**config.mk**
```make
export PLATFORM = sky130hd
export DESIGN_NAME = adc_scan_seq
export DESIGN_NICKNAME = d
export VERILOG_FILES = /design/src/rtl/adc_scan_pkg.sv /design/src/rtl/scan_edge_det.sv /design/src/rtl/scan_trig_mux.sv /design/src/rtl/scan_fsm.sv /design/src/rtl/adc_scan_seq.sv
export SDC_FILE = /design/constraint.sdc
export NUM_CORES = 1
export LEC_CHECK = 0
export ABC_AREA = 1
export BUFFER_PORTS_ARGS = -buffer_cell sky130_fd_sc_hd__buf_2
export CAP_MARGIN = 0
export CORE_ASPECT_RATIO = 0.9
export CORE_MARGIN = 2
export CORE_UTILIZATION = 53
export CTS_BUF_LIST = sky130_fd_sc_hd__clkbuf_2 sky130_fd_sc_hd__clkbuf_4 sky130_fd_sc_hd__clkbuf_8
export DETAILED_ROUTE_END_ITERATION = 8
export GPL_TIMING_DRIVEN = 0
export PLACE_DENSITY = 0.84
export SYNTH_ARGS = -nofsm -noshare
export SYNTH_HDL_FRONTEND = slang
export SYNTH_HIERARCHICAL = 1
export SYNTH_SLANG_ARGS = --single-unit
export TNS_END_PERCENT = 50
```
**constraint.sdc**
```tcl
create_clock -name clk -period 3 [get_ports clk]
set_clock_uncertainty 0.05 [all_clocks]
set_input_delay 0.15 -clock clk [delete_from_list [all_inputs] [get_ports clk]]
set_output_delay 0.15 -clock clk [all_outputs]
set_load 0.03 [all_outputs]
```
**src/rtl/adc_scan_pkg.sv**
```systemverilog
package adc_scan_pkg;

    typedef enum logic [1:0] {
        TRIG_SOFT  = 2'd0,
        TRIG_FALL  = 2'd1,
        TRIG_RISE  = 2'd2,
        TRIG_PACER = 2'd3
    } trig_src_e;

    typedef enum logic {
        ST_WAIT = 1'b0,
        ST_FIRE = 1'b1
    } scan_state_e;

endpackage

```
**src/rtl/scan_edge_det.sv**
```systemverilog
module scan_edge_det #(
    parameter int STAGES = 2
) (
    input  logic clk,
    input  logic rst_n,
    input  logic din,
    output logic rise,
    output logic fall
);
    logic [STAGES-1:0] sync_q;
    logic              prev_q;

    always_ff @(posedge clk) begin
        if (!rst_n) begin
            sync_q <= '0;
            prev_q <= 1'b0;
        end else begin
            sync_q <= {sync_q[STAGES-2:0], din};
            prev_q <= sync_q[STAGES-1];
        end
    end

    always_comb begin
        rise = sync_q[STAGES-1] & ~prev_q;
        fall = ~sync_q[STAGES-1] & prev_q;
    end


    rise_pulse_chk: assert property (@(posedge clk) disable iff (!rst_n)
        rise |=> !rise);

    fall_pulse_chk: assert property (@(posedge clk) disable iff (!rst_n)
        fall |=> !fall);

endmodule

```
**src/rtl/scan_trig_mux.sv**
```systemverilog
module scan_trig_mux
    import adc_scan_pkg::*;
(
    input  trig_src_e trig_sel,
    input  logic      soft_start,
    input  logic      ext_rise,
    input  logic      ext_fall,
    input  logic      pacer_tick,
    output logic      fire
);
    always_comb begin
        unique case (trig_sel)
            TRIG_SOFT:  fire = soft_start;
            TRIG_FALL:  fire = ext_fall;
            TRIG_RISE:  fire = ext_rise;
            TRIG_PACER: fire = pacer_tick;
            default:    fire = 1'b0;
        endcase
    end
endmodule

```
**src/rtl/scan_fsm.sv**
```systemverilog
module scan_fsm
    import adc_scan_pkg::*;
#(
    parameter int NUM_CH = 64,
    parameter int CH_W   = $clog2(NUM_CH)
) (
    input  logic            clk,
    input  logic            rst_n,
    input  logic            range_wr,
    input  logic [CH_W-1:0] first_in,
    input  logic [CH_W-1:0] last_in,
    input  logic            diff_mode,
    input  logic            fire,
    output logic [CH_W-1:0] chan_sel,
    output logic            conv_start
);
    localparam logic [CH_W-1:0] HALF = CH_W'(NUM_CH / 2);

    scan_state_e     state_q, state_d;
    logic [CH_W-1:0] first_q, last_q, ptr_q, chan_q;
    logic [CH_W-1:0] eff_first, eff_last, cur, nxt;
    logic            accept;

    always_comb begin
        eff_first = (diff_mode && first_q > HALF) ? HALF : first_q;
        eff_last  = (diff_mode && last_q  > HALF) ? HALF : last_q;
        cur       = (ptr_q < eff_first || ptr_q > eff_last) ? eff_first : ptr_q;
        nxt       = (cur >= eff_last) ? eff_first : cur + CH_W'(1);
        accept    = fire && !range_wr;
    end

    always_comb begin
        state_d = state_q;
        unique case (state_q)
            ST_WAIT: if (accept)  state_d = ST_FIRE;
            ST_FIRE: if (!accept) state_d = ST_WAIT;
            default: state_d = ST_WAIT;
        endcase
    end

    always_ff @(posedge clk) begin
        if (!rst_n) state_q <= ST_WAIT;
        else        state_q <= state_d;
    end

    always_ff @(posedge clk) begin
        if (!rst_n) begin
            first_q <= '0;
            last_q  <= '0;
            ptr_q   <= '0;
            chan_q  <= '0;
        end else if (range_wr) begin
            first_q <= first_in;
            last_q  <= last_in;
            ptr_q   <= first_in;
        end else if (accept) begin
            chan_q <= cur;
            ptr_q  <= nxt;
        end
    end

    always_comb begin
        conv_start = (state_q == ST_FIRE);
        chan_sel   = chan_q;
    end


    chan_in_range_chk: assert property (@(posedge clk) disable iff (!rst_n)
        (state_q == ST_FIRE) |->
            (chan_q >= eff_first) && (eff_first > eff_last || chan_q <= eff_last));

    write_blocks_chk: assert property (@(posedge clk) disable iff (!rst_n)
        range_wr |=> (state_q == ST_WAIT));

endmodule

```
**src/rtl/adc_scan_seq.sv**
```systemverilog
module adc_scan_seq
    import adc_scan_pkg::*;
#(
    parameter int NUM_CH      = 64,
    parameter int SYNC_STAGES = 2,
    localparam int CH_W       = $clog2(NUM_CH),
    localparam int LAST_LSB   = 8
) (
    input  logic            clk,
    input  logic            rst_n,
    input  logic            range_wr,
    input  logic [15:0]     range_data,
    input  logic            mode_wr,
    input  logic [2:0]      mode_data,
    input  logic            soft_start,
    input  logic            ext_trig,
    input  logic            pacer_tick,
    output logic [CH_W-1:0] chan_sel,
    output logic            conv_start
);
    trig_src_e trig_q;
    logic      diff_q;
    logic      ext_rise, ext_fall, fire;
    logic      unused_bits;

    assign unused_bits = ^{range_data[15:LAST_LSB+CH_W], range_data[LAST_LSB-1:CH_W]};

    always_ff @(posedge clk) begin
        if (!rst_n) begin
            trig_q <= TRIG_SOFT;
            diff_q <= 1'b0;
        end else if (mode_wr) begin
            trig_q <= trig_src_e'(mode_data[1:0]);
            diff_q <= mode_data[2];
        end
    end

    scan_edge_det #(.STAGES(SYNC_STAGES)) u_edge (
        .clk  (clk),
        .rst_n(rst_n),
        .din  (ext_trig),
        .rise (ext_rise),
        .fall (ext_fall)
    );

    scan_trig_mux u_mux (
        .trig_sel  (trig_q),
        .soft_start(soft_start),
        .ext_rise  (ext_rise),
        .ext_fall  (ext_fall),
        .pacer_tick(pacer_tick),
        .fire      (fire)
    );

    scan_fsm #(.NUM_CH(NUM_CH), .CH_W(CH_W)) u_fsm (
        .clk       (clk),
        .rst_n     (rst_n),
        .range_wr  (range_wr),
        .first_in  (range_data[CH_W-1:0]),
        .last_in   (range_data[LAST_LSB +: CH_W]),
        .diff_mode (diff_q),
        .fire      (fire),
        .chan_sel  (chan_sel),
        .conv_start(conv_start)
    );


    soft_only_chk: assert property (@(posedge clk) disable iff (!rst_n)
        (trig_q == TRIG_SOFT && !soft_start) |=> !conv_start);

    pacer_only_chk: assert property (@(posedge clk) disable iff (!rst_n)
        (trig_q == TRIG_PACER && !pacer_tick) |=> !conv_start);

    strobe_cause_chk: assert property (@(posedge clk) disable iff (!rst_n)
        !fire |=> !conv_start);

endmodule

```
==> flow_summary_export.csv, run 1 <==
group,metric,value,unit
yosys,yosysWarnings,6,
clock_network,htree_levels,2,
critical_path,critPathLaunchType,"register",
yosys,synth_cells,289,
flow_run,cap_violations,0,
timing,max_slew_margin,56.2,%
die,initial_utilization,54.5,%
layout,fin_nets,393,
critical_path,cp-end-kind,"register",
timing,setup_slack,-514,ps
detailed_routing,wire_per_inst,17.5,µm
critical_path,critical_path_required,3160,ps
grt,use_met2,51.3,%
worst_hold_path,min_path_cells,3,
power,power_leakage,0.00135,µW
grt,grt_max_degree,14,
detailed_routing,vias,2340,
detailed_routing,drc,0,
yosys,yosys.cell_types.count,28,
power,peakVddDrop,0.000422,V
yosys,avgSynthCellArea,6.89,µm²
layout,n_antenna_cell,0,
clock_network,worstSkewPairLatency,280,ps
power,pwr_density_cell,705,nW/µm²
timing,finalSetupViolCount,6,
critical_path,path_class,"register to register",
yosys,synth_top_area_share,31.2,%
timing,period_share,117,%
worst_hold_path,worst_hold_path_type,"primary input to register",
placed_design,gp_congestion,0.938,
power,intPower,1100,µW
timing,period_minus_slack,3510,ps
detailed_routing,drtPass1Iterations,6,
clock_network,cts.sinks,31,
yosys,synth_most_common_cell,"nand2_1",
clock_network,numCtsBuffers,5,
yosys,synth.area.top_cells,"dfxtp_1, ha_1, nand2_1",
detailed_routing,vias_per_cell,5.92,
power,seqPwrFrac,25.8,%
die,die_w,68.6,µm
grt,grt_antenna_before_repair,0,
yosys,synth_area,1990,µm²
grt,grtUsageTotal,32.6,%
yosys,seq_area_frac_synth,31.2,%
layout,multiInputGateArea,1430,µm²
power,switching_power,844,µW
timing,slew_viol_final,0,
power,finalPower,1940,µW
run_status,outcome,"finished, violations left",
timing,max_freq,285,MHz
layout,drive_gt1_share,37.8,%
yosys,synth_enable_flop_cells,0,
yosys,synth_fp_nets,333,
grt,grt_pass1_wl,10.3,mm
clock_network,clk_pin_slew_worst_paths,60,ps
grt,grt_use_met3,8.70,%
die,core-area,3650,µm²
yosys,synth_top_area_cell,"dfxtp_1",
clock_network,clock_path_buffers,2,
power,p_comb_share,56.9,%
critical_path,arrival,3680,ps
yosys,yosys-top-cells-count,"nand2_1, inv_1, nor2_1",
timing,tightest_slew,655,ps
layout,area_growth,38.5,%
yosys,synthArstFlopShare,0,%
clock_network,cts_tree,"built",
grt,busiest_layer,"met2",
grt,first_global_vias,2214,
detailed_routing,drt_first_iter_violations,283,
timing,rsz0062_at_grt,"yes",
grt,use_met1,37.5,%
yosys,synth_seq_cells,31,
power,clkPwrFrac,17.2,%
die,die-area,4260,µm²
power,swShare,43.4,%
placed_design,port_buffers,28,
grt,grt-ovfl-total,0,
die,design.portCount,33,
critical_path,cp_max_fo,5,
layout,n_fill_cell,230,
layout,seqCellArea,623,µm²
clock_network,root_buffer,"clkbuf_8",
critical_path,reg2reg_depth,23,
timing,worst_hold_slack,33.2,ps
die,fp.dieH,62.1,µm
run_status,violations,"negative setup slack",
timing,hold_viol_final,0,
die,rows,21,
placed_design,place_hpwl,3.49,mm
yosys,yosys_most_used_dff,"dfxtp_1",
detailed_routing,wl,6.92,mm
detailed_routing,postRouteAntennaNets,0,
-- layout make-up --
type,instances,area share [%]
Multi-Input combinational cell,205,51.9
Sequential cell,31,22.6
Timing Repair Buffer,53,12.4
Inverter,48,6.62
Clock buffer,6,2.99
Tap cell,46,2.09
Buffer,5,1.23
Clock inverter,1,0.181
-- routing by layer --
metal  up-vias  wire [µm]  part of all wire [%]
li1       1044          -                     -
met1      1054       2450                    35
met2       179       3240                    47
met3        63        668                   9.7
met4         0        565                   8.2
met5         -          0                     0
-- cells by family after synthesis --
group | count (synthesis) | share of synthesized area (%)
compound gates | 57 | 16.8
flops | 31 | 31.2
buf+inv | 53 | 10.2
simple gates | 129 | 30.1
fa+ha+maj | 18 | 11.3
xor+xnor | 1 | 0.440
-- power by group through the flow --
stage               registers (µW)  logic (µW)  clock network (µW)
floorplan                      500         467                   0
global placement               495         595                   0
detailed placement             496         616                   0
CTS                            494         881                 336
global route                   506        1150                 362
finish                         502        1110                 335
-- worst max-delay path, stage by stage (launching register included) --
cell	delay (ps)
dfxtp_2	330
nor3_2	240
nand2_2	130
nand2_4	110
nand2_4	70
ha_4	280
nand2_4	50
nor2_4	130
o21ai_2	80
o211ai_1	150
nand2_4	130
buf_8	170
nand3_2	110
nand2_4	80
ha_4	280
nand2_1	50
inv_1	110
nand4_1	170
nand3_2	170
clkbuf_4	190
nand2_1	60
nand2_2	60
nand2_1	80
a21oi_2	160
-- stage by stage --
step / area [µm²] / worst slack (ps) / cells / util [%] / setup TNS (ps)
after CTS: 2650 / -84.3 / 393 / 72.5 / -371
after detailed placement: 2190 / -506 / 363 / 59.9 / -2980
final: 2760 / -514 / 395 / 75.5 / -2640
after global routing: 2760 / -549 / 395 / 75.5 / -3050
after floorplan: 1990 / 31.8 / 289 / - / 0
after global placement: 2190 / -376 / 363 / 59.9 / -2170
-- timing repair --
item,CTS,global route
endpoints found under the setup margin,6,6
pin swaps,21,19
resized for setup,43,25
hold buffers,1,0
gates cloned,1,0
hold endpoints to repair,1,0
setup buffers,21,2
-- cells in the final DEF, fill, tap and decap left out, types with 2 or more instances in the layout --
cell      instances
a31oi_1           3
clkbuf_1          3
o211ai_1          5
dfxtp_2           2
ha_4              7
nand3_4           2
o21ai_0          16
nor2_1           31
nand2_4          12
buf_4            22
dfxtp_1          29
ha_1             11
nand2_1          48
inv_1            37
nand2_2          12
nor2_2            5
inv_2             8
clkinv_1          2
clkbuf_8          6
a21oi_1          15
a21oi_2           7
o21ai_1           3
buf_2            28
nand4_1           2
nand3_2           6
o21ai_2           2
nand3_1           8
buf_8             2
-- state kept, by name, indices dropped and copies added (netlist names) --
name              cells
u_fsm/ptr_q           6
diff_q                1
u_fsm/first_q         6
u_edge/prev_q         1
u_fsm/chan_sel        6
u_fsm/conv_start      1
u_fsm/last_q          6
trig_q                2
u_edge/sync_q         2
-- final timing paths --
| kind | startpoint | endpoint | slack (ps) |
|---|---|---|---|
| worst min-delay path | range_data[11] | u_fsm/last_q[3]$_SDFFE_PN0P_ | 30 |
| worst max register to register | u_fsm/last_q[3]$_SDFFE_PN0P_ | u_fsm/ptr_q[3]$_SDFFE_PN0P_ | -510 |
| worst max-delay path | u_fsm/last_q[3]$_SDFFE_PN0P_ | u_fsm/ptr_q[3]$_SDFFE_PN0P_ | -510 |
| worst min register to register | u_edge/sync_q[0]$_SDFF_PN0_ | u_edge/sync_q[1]$_SDFF_PN0_ | 360 |
Power figures use the tool's default switching activity.
==> inputs of run 2 (changes only) <==
- ABC_AREA: 1 -> not set
==> flow_summary_export.csv, run 2 <==
group,metric,value,unit
yosys,synth_seq_cells,31,
die,core-area,3650,µm²
yosys,seq_area_frac_synth,31.3,%
detailed_routing,postRouteAntennaNets,0,
run_status,outcome,"finished, violations left",
timing,tightest_slew,716,ps
die,fp.dieH,62.1,µm
critical_path,cp_top_family,"compound AO/OA/AOI/OAI gates",
timing,max_slew_margin,52.3,%
critical_path,arrival,3730,ps
clock_network,cts.sinks,31,
detailed_routing,wire_per_inst,23.1,µm
yosys,synthArstFlopShare,0,%
detailed_routing,vias_per_cell,6.64,
layout,drive_gt1_share,45.7,%
critical_path,slowest_stage,"dfxtp_1",
run_status,violations,"negative setup slack",
clock_network,root_buffer,"clkbuf_8",
yosys,synth_top_area_cell,"dfxtp_1",
die,die-area,4250,µm²
detailed_routing,drt_first_iter_violations,314,
critical_path,worst_path_largest_cell_delay,570,ps
yosys,synth.area.top_cells,"dfxtp_1, ha_1, mux2i_1",
clock_network,cts_tree,"built",
detailed_routing,vias,2239,
grt,first_global_vias,2056,
power,power_leakage,0.00122,µW
critical_path,path_class,"register to register",
timing,setup_slack,-589,ps
detailed_routing,wl,7.80,mm
placed_design,dp.cells,303,
die,die_w,68.5,µm
layout,final_common_cell,"buf_2",
placed_design,place_hpwl,3.54,mm
yosys,synth_area,1980,µm²
grt,grt_max_degree,13,
timing,slew_viol_final,0,
timing,hold_viol_final,0,
critical_path,critPathLaunchType,"register",
layout,fin_nets,334,
critical_path,cp.buffers_inverters,3,
clock_network,htree_levels,2,
grt,grt_pass1_wl,10.3,mm
critical_path,cp.depth,17,
placed_design,gp_congestion,0.942,
critical_path,cp_max_fo,7,
timing,finalSetupViolCount,6,
timing,period_minus_slack,3590,ps
layout,final_cells,337,
clock_network,worstSkewPairLatency,300,ps
clock_network,clock_path_buffers,2,
yosys,yosys_most_used_dff,"dfxtp_1",
yosys,yosys.cell_types.count,49,
yosys,synth_top_area_share,31.3,%
timing,max_freq,279,MHz
power,peakVddDrop,0.000474,V
power,finalPower,1750,µW
die,rows,21,
critical_path,cp-end-kind,"register",
clock_network,clk_pin_slew_worst_paths,70,ps
layout,n_antenna_cell,0,
timing,rsz0062_at_grt,"yes",
timing,period_share,120,%
power,pwr_density_cell,582,nW/µm²
yosys,synth_enable_flop_cells,0,
yosys,synth_cells,230,
yosys,avgSynthCellArea,8.63,µm²
flow_run,cap_violations,0,
worst_hold_path,min_path_cells,3,
critical_path,reg2reg_depth,17,
yosys,synth_fp_nets,274,
yosys,yosys-top-cells-count,"dfxtp_1, nand2_1, nor2_1",
grt,grt_antenna_before_repair,0,
layout,layout_common_cells,"buf_2, dfxtp_1, nor2_1",
layout,area_growth,51.8,%
critical_path,crit_chain,"ha_1 -> nand4_1 -> a21oi_4 -> o32a_4 -> nor2_4 -> buf_6 -> nand2_4 -> nand2_4 -> ha_4 -> a21o_1 -> a21oi_4 -> buf_6 -> buf_12 -> o21ai_4 -> a21oi_1 -> o21ai_1 -> a211oi_1",
grt,grt-ovfl-total,0,
yosys,yosysWarnings,6,
die,initial_utilization,54.3,%
die,design.portCount,33,
yosys,synth_most_common_cell,"dfxtp_1",
clock_network,numCtsBuffers,5,
detailed_routing,drc,0,
grt,grtUsageTotal,34.5,%
detailed_routing,drtPass1Iterations,5,
critical_path,critical_path_required,3140,ps
worst_hold_path,worst_hold_path_type,"primary input to register",
placed_design,port_buffers,27,
-- run 2: metrics by stage --
| step | setup WS, ps | hold slack [ps] | util [%] | instance area [µm²] | setup TNS (ps) |
|---|---|---|---|---|---|
| 3_5_place_dp | -632 | 305 | 62.6 | 2280 | -3160 |
| 3_3_place_gp | -571 | 307 | 62.6 | 2280 | -2820 |
| 4_1_cts | -299 | 36.7 | 76.9 | 2810 | -1650 |
| 6_report | -589 | 38.4 | 82.5 | 3010 | -3390 |
| 5_1_grt | -674 | 60.6 | 82.5 | 3010 | -3870 |
| 2_1_floorplan | -95.5 | 222 | - | 2090 | -246 |
-- run 2: final timing paths --
check                              startpoint                           end  slack (ps)
setup reg to reg  u_fsm/ptr_q[5]$_SDFFE_PN0P_   u_fsm/ptr_q[2]$_SDFFE_PN0P_        -590
hold / removal                 range_data[12]  u_fsm/last_q[4]$_SDFFE_PN0P_          40
hold reg to reg   u_edge/sync_q[0]$_SDFF_PN0_   u_edge/sync_q[1]$_SDFF_PN0_         400
setup / recovery  u_fsm/ptr_q[5]$_SDFFE_PN0P_   u_fsm/ptr_q[2]$_SDFFE_PN0P_        -590
-- run 2: tightest hold or removal path: stages --
cell     delay (ps)
buf_2            70
mux2i_1          60
nor2_1           70
-- run 2: metal layers --
metal	vias up	global-route usage, %	wire length (µm)
met3	73	7.75	902
li1	953	-	-
met2	197	54.3	3420
met1	1016	42.8	2840
met4	0	22.0	629
met5	-	0	0
-- run 2: final cells by class --
class	count	area (µm²)
clock buffers	5	68.8
multi-input cells	182	1800
repair buffers	52	358
fillers	183	641
well taps	46	57.6
clock inverters	3	20.0
flip-flops and latches	31	633
plain buffers	9	43.8
inverters	9	33.8
-- run 2: repair_timing --
action / in CTS / in global routing
gates cloned: 1 / 0
setup endpoints to repair: 6 / 6
pin swaps: 33 / 17
hold endpoints to repair: 1 / 0
resized for setup: 51 / 21
buffers inserted: 15 / 9
hold buffers: 1 / 0
-- run 2: power breakdown --
part           switching [µW]  internal (µW)  leakage [µW]
logic                     493            416      0.000922
clock network             182            161     0.0000402
registers                58.3            442      0.000258
-- run 2: cell families after synthesis --
group | count (synthesis) | synth area share, %
simple gates | 88 | 21.9
compound gates | 56 | 21.8
mux | 15 | 8.20
fa+ha+maj | 18 | 11.3
flops | 31 | 31.3
buf+inv | 18 | 3.72
xor+xnor | 4 | 1.77
